==> src/rtl/agu_pkg.sv <==
package agu_pkg;
   typedef enum logic [1:0] {
      STEP_S8    = 2'b00,
      STEP_S24   = 2'b01,
      STEP_W32   = 2'b10,
      STEP_W32_B = 2'b11
   } step_fmt_e;

   localparam int unsigned BYTE_W = 8;
endpackage

==> src/rtl/agu_step_build.sv <==
module agu_step_build
   import agu_pkg::*;
#(
   parameter int unsigned W      = 32,
   parameter int unsigned NBYTES = 4
) (
   input  logic [NBYTES*BYTE_W-1:0] bytes_flat,
   input  logic [1:0]               fmt,
   output logic [W-1:0]             step
);
   localparam int unsigned FLAT_W = NBYTES * BYTE_W;

   generate
      if (FLAT_W != W) begin : g_bad_width
         $error("agu_step_build: byte count must cover the word");
      end
   endgenerate

   logic [W-1:0] s8_ext;
   logic [W-1:0] s24_ext;
   logic [W-1:0] w_full;

   assign s8_ext  = {{(W-8){bytes_flat[7]}},   bytes_flat[7:0]};
   assign s24_ext = {{(W-24){bytes_flat[23]}}, bytes_flat[23:0]};
   assign w_full  = bytes_flat[W-1:0];

   always_comb begin
      unique case (step_fmt_e'(fmt))
         STEP_S8:  step = s8_ext;
         STEP_S24: step = s24_ext;
         default:  step = w_full;
      endcase
   end
endmodule

==> src/rtl/agu_lane_steer.sv <==
module agu_lane_steer #(
   parameter int unsigned DATA_W = 32
) (
   input  logic                half,
   input  logic                hi_half,
   input  logic [DATA_W-1:0]   st_data,
   output logic [DATA_W/8-1:0] be,
   output logic [DATA_W-1:0]   wdata
);
   localparam int unsigned NLANE = DATA_W / 8;
   localparam int unsigned HALF  = DATA_W / 2;

   genvar li;
   generate
      for (li = 0; li < NLANE; li++) begin : g_lane
         localparam bit UPPER = (li >= NLANE / 2);
         assign be[li] = !half || (UPPER == hi_half);
      end
   endgenerate

   assign wdata = half ? {2{st_data[HALF-1:0]}} : st_data;
endmodule

==> src/rtl/agu_load_fmt.sv <==
module agu_load_fmt #(
   parameter int unsigned DATA_W = 32
) (
   input  logic              half,
   input  logic              hi_half,
   input  logic [DATA_W-1:0] rdata,
   output logic [DATA_W-1:0] data
);
   localparam int unsigned HALF = DATA_W / 2;

   logic [HALF-1:0] picked;

   assign picked = hi_half ? rdata[DATA_W-1:HALF] : rdata[HALF-1:0];
   assign data   = half ? {{HALF{1'b0}}, picked} : rdata;
endmodule

==> src/rtl/agu_postinc.sv <==
module agu_postinc
   import agu_pkg::*;
#(
   parameter int unsigned ADDR_W = 32,
   parameter int unsigned DATA_W = 32,
   parameter int unsigned IDX_W  = 4
) (
   input  logic                clk,
   input  logic                rst_n,
   input  logic                op_valid,
   input  logic                op_store,
   input  logic                op_half,
   input  logic [1:0]          imm_fmt,
   input  logic [7:0]          imm_b0,
   input  logic [7:0]          imm_b1,
   input  logic [7:0]          imm_b2,
   input  logic [7:0]          imm_b3,
   input  logic [IDX_W-1:0]    base_idx,
   input  logic [ADDR_W-1:0]   base_val,
   input  logic [IDX_W-1:0]    dst_idx,
   input  logic [DATA_W-1:0]   st_data,
   output logic                mem_req,
   output logic                mem_we,
   output logic [ADDR_W-1:0]   mem_addr,
   output logic [DATA_W/8-1:0] mem_be,
   output logic [DATA_W-1:0]   mem_wdata,
   input  logic [DATA_W-1:0]   mem_rdata,
   output logic                base_we,
   output logic [IDX_W-1:0]    base_wr_idx,
   output logic [ADDR_W-1:0]   base_wr_data,
   output logic                ld_we,
   output logic [IDX_W-1:0]    ld_wr_idx,
   output logic [DATA_W-1:0]   ld_wr_data
);
   localparam int unsigned NSTEP_BYTES = ADDR_W / BYTE_W;
   localparam int unsigned NLANE       = DATA_W / 8;

   generate
      if (ADDR_W != 32 || DATA_W != 32) begin : g_bad_cfg
         $error("agu_postinc: address and data must both be 32 bits");
      end
      if (IDX_W < 1) begin : g_bad_idx
         $error("agu_postinc: register index needs at least one bit");
      end
   endgenerate

   // ---------------- step assembly ----------------
   logic [7:0]                    step_byte [NSTEP_BYTES];
   logic [NSTEP_BYTES*BYTE_W-1:0] step_flat;
   logic [ADDR_W-1:0]             step_val;

   assign step_byte[0] = imm_b0;
   assign step_byte[1] = imm_b1;
   assign step_byte[2] = imm_b2;
   assign step_byte[3] = imm_b3;

   genvar bi;
   generate
      for (bi = 0; bi < NSTEP_BYTES; bi++) begin : g_pack
         assign step_flat[bi*BYTE_W +: BYTE_W] = step_byte[bi];
      end
   endgenerate

   agu_step_build #(.W(ADDR_W), .NBYTES(NSTEP_BYTES)) u_step (
      .bytes_flat (step_flat),
      .fmt        (imm_fmt),
      .step       (step_val)
   );

   // ---------------- lane steering ----------------
   logic [NLANE-1:0]  be_nxt;
   logic [DATA_W-1:0] wdata_nxt;

   agu_lane_steer #(.DATA_W(DATA_W)) u_lane (
      .half    (op_half),
      .hi_half (base_val[1]),
      .st_data (st_data),
      .be      (be_nxt),
      .wdata   (wdata_nxt)
   );

   // ---------------- stage 1: request ----------------
   logic              s1_valid;
   logic              s1_store;
   logic              s1_half;
   logic [ADDR_W-1:0] s1_addr;
   logic [ADDR_W-1:0] s1_next;
   logic [IDX_W-1:0]  s1_bidx;
   logic [IDX_W-1:0]  s1_didx;
   logic [NLANE-1:0]  s1_be;
   logic [DATA_W-1:0] s1_wdata;

   always_ff @(posedge clk or negedge rst_n) begin
      if (!rst_n) s1_valid <= 1'b0;
      else        s1_valid <= op_valid;
   end

   always_ff @(posedge clk) begin
      if (op_valid) begin
         s1_store <= op_store;
         s1_half  <= op_half;
         s1_addr  <= base_val;
         s1_next  <= base_val + step_val;
         s1_bidx  <= base_idx;
         s1_didx  <= dst_idx;
         s1_be    <= be_nxt;
         s1_wdata <= wdata_nxt;
      end
   end

   assign mem_req   = s1_valid;
   assign mem_we    = s1_valid & s1_store;
   assign mem_addr  = s1_addr;
   assign mem_be    = s1_be;
   assign mem_wdata = s1_wdata;

   // ---------------- stage 2: write-back ----------------
   logic              s2_valid;
   logic              s2_load;
   logic              s2_half;
   logic              s2_hi;
   logic [ADDR_W-1:0] s2_next;
   logic [IDX_W-1:0]  s2_bidx;
   logic [IDX_W-1:0]  s2_didx;

   always_ff @(posedge clk or negedge rst_n) begin
      if (!rst_n) s2_valid <= 1'b0;
      else        s2_valid <= s1_valid;
   end

   always_ff @(posedge clk) begin
      if (s1_valid) begin
         s2_load <= !s1_store;
         s2_half <= s1_half;
         s2_hi   <= s1_addr[1];
         s2_next <= s1_next;
         s2_bidx <= s1_bidx;
         s2_didx <= s1_didx;
      end
   end

   agu_load_fmt #(.DATA_W(DATA_W)) u_ldfmt (
      .half    (s2_half),
      .hi_half (s2_hi),
      .rdata   (mem_rdata),
      .data    (ld_wr_data)
   );

   assign base_we      = s2_valid;
   assign base_wr_idx  = s2_bidx;
   assign base_wr_data = s2_next;
   assign ld_we        = s2_valid & s2_load;
   assign ld_wr_idx    = s2_didx;

   // ---------------- assertions ----------------
   AST_BASE_ALIGNED: assert property (@(posedge clk) disable iff (!rst_n)
      op_valid |-> (base_val[0] == 1'b0 && (op_half || base_val[1] == 1'b0)));
   AST_REQ_AFTER_OP: assert property (@(posedge clk) disable iff (!rst_n)
      op_valid |=> mem_req);
   AST_ADDR_IS_BASE: assert property (@(posedge clk) disable iff (!rst_n)
      op_valid |=> (mem_addr == $past(base_val)));
   AST_IDLE_NO_REQ: assert property (@(posedge clk) disable iff (!rst_n)
      !op_valid |=> !mem_req);
   AST_WB_AFTER_REQ: assert property (@(posedge clk) disable iff (!rst_n)
      mem_req |=> base_we);
   AST_NO_WB_IDLE: assert property (@(posedge clk) disable iff (!rst_n)
      !mem_req |=> !base_we);
   AST_STORE_NO_LD: assert property (@(posedge clk) disable iff (!rst_n)
      (mem_req && mem_we) |=> !ld_we);
   AST_LOAD_HAS_LD: assert property (@(posedge clk) disable iff (!rst_n)
      (mem_req && !mem_we) |=> ld_we);
   AST_LD_PAIRED: assert property (@(posedge clk) disable iff (!rst_n)
      ld_we |-> base_we);
   AST_BE_SHAPE: assert property (@(posedge clk) disable iff (!rst_n)
      mem_req |-> ($countones(mem_be) == NLANE || $countones(mem_be) == NLANE/2));
endmodule

==> config.mk <==
export PLATFORM = sky130hd
export DESIGN_NAME = agu_postinc
export DESIGN_NICKNAME = d
export VERILOG_FILES = /design/src/rtl/agu_pkg.sv /design/src/rtl/agu_step_build.sv /design/src/rtl/agu_lane_steer.sv /design/src/rtl/agu_load_fmt.sv /design/src/rtl/agu_postinc.sv
export SDC_FILE = /design/constraint.sdc
export NUM_CORES = 1
export LEC_CHECK = 0
export CAP_MARGIN = 20
export CORE_ASPECT_RATIO = 1.25
export CORE_MARGIN = 2
export CORE_UTILIZATION = 44
export DETAILED_ROUTE_END_ITERATION = 12
export MAX_ROUTING_LAYER = met4
export PLACE_DENSITY_LB_ADDON = 0.12
export SETUP_SLACK_MARGIN = 0.2
export SLEW_MARGIN = 20
export SYNTH_ARGS = -nofsm -noshare
export SYNTH_HDL_FRONTEND = slang
export SYNTH_SLANG_ARGS = --single-unit
==> constraint.sdc <==
create_clock -name clk -period 2.1 [get_ports clk]
set_clock_uncertainty 0.1 [all_clocks]
set_input_delay 0.315 -clock clk [delete_from_list [all_inputs] [get_ports clk]]
set_output_delay 0.315 -clock clk [all_outputs]
set_load 0.01 [all_outputs]
### After elaboration in Yosys (flattened, before gate mapping)

Cells that the tools add are included.

| operators by class | value |
|---|---|
| $add $sub $neg | 1 |
| eq/ne operators | 1 |
| mux-type cells | 4 |
| bitwise operators | 3 |
| reductions and logical operators | 5 |

Operators with widths:

| cell | number |
|---|---|
| $mux W32 | 2 |
| $pmux W32 S2 | 1 |
| $add A32 B32 Y32 | 1 |
| $mux W16 | 1 |
| $and A1 B1 Y1 | 2 |
| $eq A2 B1 Y1 const B | 1 |
| $logic_not A1 Y1 | 2 |
| $logic_not A2 Y1 | 1 |
| $logic_or A1 B1 Y1 | 2 |
| $not A1 Y1 | 1 |

| word-level totals | value |
|---|---|
| bits in registers | 154 |
| output and inout bits | 144 |

### Longest topological paths before layout

| depth | value |
|---|---|
| word-level depth | 3 |
| depth in mapped cells | 13 |

### By module

Synthesis repeated with hierarchy kept, for this count alone.

| second synthesis, totals | value |
|---|---|
| cells, all modules | 548 |
| area, all modules | 7507.2 µm² |

Modules (own cells, without submodules):

| module | times used | cells each | area each (µm²) |
|---|---|---|---|
| agu_postinc | 1 | 410 | 6388.6 |
| agu_lane_steer | 1 | 38 | 386.6 |
| agu_step_build | 1 | 65 | 380.4 |
| agu_load_fmt | 1 | 35 | 351.6 |

### Worst setup path after synthesis

Ideal clock, no wire load.

| timing | value |
|---|---|
| kind | in2reg |
| start point | in imm_fmt[1] |
| end point | reg s1_next[28] (data pin) |
| arrival time | 2.757 ns |
| data required time | 1.744 ns |
| setup slack | -1.014 ns |
| cell stages on the path | 13 |
| path buffers | 3 |
| cells stage by stage | clkbuf_1 -> nor2_1 -> nand2_1 -> clkbuf_1 -> nand2_1 -> ha_1 -> buf_6 -> a21o_1 -> a21o_1 -> a2111o_1 -> a211o_1 -> a21oi_1 -> and4b_1 |

| on the way | value |
|---|---|
| word-level cells in the longest chain between the ends | 3 |

Ends and longest elaborated chain:

| what | RTL line | text |
|---|---|---|
| start: declaration | agu_postinc.sv:13 | `input logic [1:0] imm_fmt,` |
| $eq A2 B1 Y1 or $logic_not A2 Y1 (tied branches) | agu_step_build.sv:28 | `unique case (step_fmt_e'(fmt))` |
| $pmux W32 S2 (*) | agu_step_build.sv:28 |  |
| $add A32 B32 Y32 (*) | agu_postinc.sv:103 | `s1_next <= base_val + step_val;` |
| end signal: assignment | agu_postinc.sv:103 |  |
| end: declaration | agu_postinc.sv:87 | `logic [ADDR_W-1:0] s1_next;` |

Mark *: on every way between the ends. The rest lies on a longest branch, timed or not.
A chain may end at the register's enable or synchronous reset.

### Worst setup path after layout

| timing | value |
|---|---|
| start point | in imm_b2[0] |
| end point | reg s1_next[28] (data pin) |

| on the way | value |
|---|---|
| word-level cells in the longest chain between the ends | 2 |

Ends and longest elaborated chain:

| what | RTL line | text |
|---|---|---|
| start: declaration | agu_postinc.sv:16 | `input logic [7:0] imm_b2,` |
| $pmux W32 S2 | agu_step_build.sv:28 |  |
| $add A32 B32 Y32 | agu_postinc.sv:103 |  |

Every way passes these cells.

==> reports/summary.md <==
- **status** finished, violations left
- **failing checks** negative setup slack
- **count of placed standard cells in the final layout, fillers left out** 1,265
- **Final Hold Fails** 0
- **final setup TNS** -5070 ps
- **proportion of layout cells with a drive suffix above 1** 0.424
- **via count** 6,722
- **most area-hungry cell type in the Yosys netlist** sky130_fd_sc_hd__edfxtp_1
- **CP Data Arrival Time** 2510 ps
- **number of nets in the synthesized netlist** 737
- **Rel. slew slack** 0.647
- **first-pass GRT wire length** 37.3 mm
- **critical path class** input pin to flop
- **Port-buffer cells** 286
- **final period utilization** 1.16
- **average via count per standard cell** 5.31
- **post-placement cell count** 1,172
- **Inserted Clock Buffers** 17
- **iteration count of the initial detailed-routing pass** 4
- **global placement routability congestion** 0.862
- **slack of the worst reg-to-reg path** 830 ps
- **number of global-route vias before repair** 6,751
- **Post-route DRC** 0
- **half-perimeter wire length after detailed placement** 18.4 mm
- **drt wl/cell** 21.9 um
- **EDFF count, synth** 151
- **largest fanout on the critical path** 4
- **clock tree from TritonCTS** done
- **post-detailed-route count of antenna-violating nets** 0
- **Yosys warnings** 0
- **Clock transition at path regs** 60 ps
- **number of DRC markers in iteration 0** 368
- **worst r2r path cells** 2
- **Reg2Reg Launch Point** mem_req
- **Least-Margin Pin Slew** 530 ps
- **Worst EP required** 2180 ps
- **number of antenna violations at the first check in global routing** 3
- **unrepaired setup endpoints after global routing** true
- **clock tree buffer depth** 2
- **number of ports placed on the die boundary** 287
- **total of flip-flops plus latches after synthesis** 153
- **f_max** 412 MHz
- **commonest non-fill, non-tap cell in the layout** sky130_fd_sc_hd__clkdlybuf4s50_1
- **Std-Cell Rows** 53
- **largest vdd supply drop** 0.440 mV
- **root buffer cell** sky130_fd_sc_hd__clkbuf_16
- **H-Tree Depth** 4
- **sequential area share after synthesis** 0.618
- **number of endpoints failing setup at the final stage** 34
- **DIE AREA** 17,900 um^2
- **Layout Area Growth over Synthesis** 86.9%
- **number of pins with negative max-slew slack in the final report** 0
- **final core occ** 0.833
- **worst hold-check path type** input pin to flop
- **Setup crit end kind** flop
- **clock tree sinks** 153
- **time the final worst path needs with I/O delays and setup** 2430 ps
- **number of violations of the max-capacitance limit** 0
- **synth unique cells** 64
- **sum of routed wire length over all layers** 27.7 mm
- **most frequent cells in the layout** sky130_fd_sc_hd__clkdlybuf4s50_1 (226), sky130_fd_sc_hd__edfxtp_1 (151), sky130_fd_sc_hd__buf_4 (132)
- **startpoint type of the worst setup path** input pin
- **Power per Cell Area** 727 nW/um^2
- **total leakage power** 5.55 nW
- **async set or reset register ratio after synthesis** 0.0131
- **critical path capture point** s1_next[28]
- **flip-flop cell with the highest count after synthesis** sky130_fd_sc_hd__edfxtp_1
- **Die Wd** 120 um
- **Cells after Synth** 559
- **Starting Density** 0.446
- **mapped cell area** 7420 um^2
- **maximum number of pins on one net before global-route repair** 72
- **mean cell area of the mapped netlist** 13.3 um^2
- **synth top area cells** sky130_fd_sc_hd__edfxtp_1 (61%), sky130_fd_sc_hd__ha_1 (5.7%), sky130_fd_sc_hd__mux2_2 (4.9%)
- **CP startpoint** imm_b2[0]
- **reg2reg end** base_wr_data[8]
- **Final nets** 1,207
- **Yosys top cell area share** 0.611
- **clock latency of the later-clocked register in the worst-skew pair** 430 ps
- **die height** 149 um
- **min setup slack post-route** -328 ps
- **total overflow reported by the global router** 0
- **global router's overall resource usage** 0.287
- **core area** 16,600 um^2
## worst max-delay path, cell delays in order
cell	delay, ps
sky130_fd_sc_hd__clkdlybuf4s50_1	440
sky130_fd_sc_hd__o21ai_1	140
sky130_fd_sc_hd__nand2_2	130
sky130_fd_sc_hd__ha_4	200
sky130_fd_sc_hd__a211oi_2	190
sky130_fd_sc_hd__nor2_1	90
sky130_fd_sc_hd__a2111o_1	360
sky130_fd_sc_hd__a211o_1	310
sky130_fd_sc_hd__a21oi_1	160
sky130_fd_sc_hd__and4b_1	190
## cell usage after synthesis, drive strengths merged (2+ instances only)
| library cell | instances |
|---|---|
| edfxtp | 151 |
| nand2 | 47 |
| ha | 34 |
| a21oi | 33 |
| mux2 | 32 |
| o21ai | 30 |
| nor2 | 26 |
| inv | 22 |
| nor2b | 20 |
| xnor2 | 18 |
| buf | 12 |
| nor3 | 12 |
| clkbuf | 11 |
| a211oi | 10 |
| a21o | 9 |
| a31oi | 8 |
| nand3 | 8 |
| xor2 | 8 |
| nand4 | 7 |
| o21bai | 5 |
| and2 | 4 |
| and3 | 4 |
| o21a | 4 |
| mux2i | 3 |
| nand2b | 3 |
| nor4 | 3 |
| o211ai | 3 |
| o31ai | 3 |
| a211o | 2 |
| a31o | 2 |
| a41oi | 2 |
| dfrtp | 2 |
| o2111ai | 2 |
| or3 | 2 |
## registers in the layout, indices dropped and copies added, names as in the netlist
name,flops
s2_half,1
base_wr_data,32
base_we,1
s1_bidx,4
mem_req,1
s1_didx,4
mem_addr,32
mem_wdata,32
s1_next,32
base_wr_idx,4
mem_be,2
s1_store,1
s2_hi,1
s2_load,1
ld_wr_idx,4
s1_half,1
## per-stage QoR
| stage | cell area, um^2 | power (W) | hold WS, ps | setup WS (ps) |
|---|---|---|---|---|
| 2_1_floorplan | 7740 | 0.00506 | -80.6 | -631 |
| 3_3_place_gp | 11700 | 0.00647 | 300 | -1150 |
| 3_5_place_dp | 11700 | 0.00652 | 305 | -1210 |
| 4_1_cts | 13100 | 0.00976 | 69.8 | -297 |
| 5_1_grt | 13900 | 0.0104 | 70.2 | -393 |
| 6_report | 13900 | 0.0101 | 86.5 | -328 |
## cell families (layout without fill, tap and decap cells)
group | Yosys count | count (layout) | share of synthesized area
compound gates | 124 | 124 | 0.115
simple gates | 141 | 141 | 0.0930
buf+inv | 45 | 528 | 0.0307
fa+ha+maj | 35 | 35 | 0.0601
flops | 153 | 153 | 0.618
xor+xnor | 26 | 26 | 0.0307
other cells | 0 | 3 | 0
mux | 35 | 35 | 0.0526
## final cells by class
type                    count  area (um^2)
well taps                 220          275
clock buffers              17          425
inverters                  22         82.6
multi-input cells         361         3760
clock inverters            15          134
flip-flops and latches    153         4590
repair buffers            474         4590
diodes                      3         7.51
fillers                   854         2780
## report_power, final
group          internal (W)  switching [W]  total, W
registers           0.00381       0.000109   0.00392
logic               0.00179        0.00145   0.00324
clock network       0.00156        0.00137   0.00292
total               0.00716        0.00292    0.0101
## worst min path at each step
stage / startpoint / end / slack, ps / cells past startpoint
2_1_floorplan: rst_n / base_we / -80 / 0
3_3_place_gp: s1_next[5] / base_wr_data[5] / 300 / 0
3_5_place_dp: s1_next[14] / base_wr_data[14] / 300 / 0
4_1_cts: imm_b0[0] / s1_next[0] / 70 / 2
5_1_grt: imm_b0[0] / s1_next[0] / 70 / 2
6_report: imm_b0[0] / s1_next[0] / 90 / 2
## repair_timing
action                     CTS  global route
buffers inserted            28            24
hold buffers                 2             0
setup endpoints to repair   59            55
gates resized for setup    326           120
pin swaps                   62            54
hold endpoints to repair     3             0
cloned                       2             2
## layer usage
metal	vias to the layer above	global-route usage	wire length (um)
met5	-	-	0
met4	0	0.122	1050
met3	64	0.0642	1760
met2	303	0.537	15500
met1	3286	0.283	9350
li1	3069	-	-
Note: power is estimated with default switching activity, not from simulation.
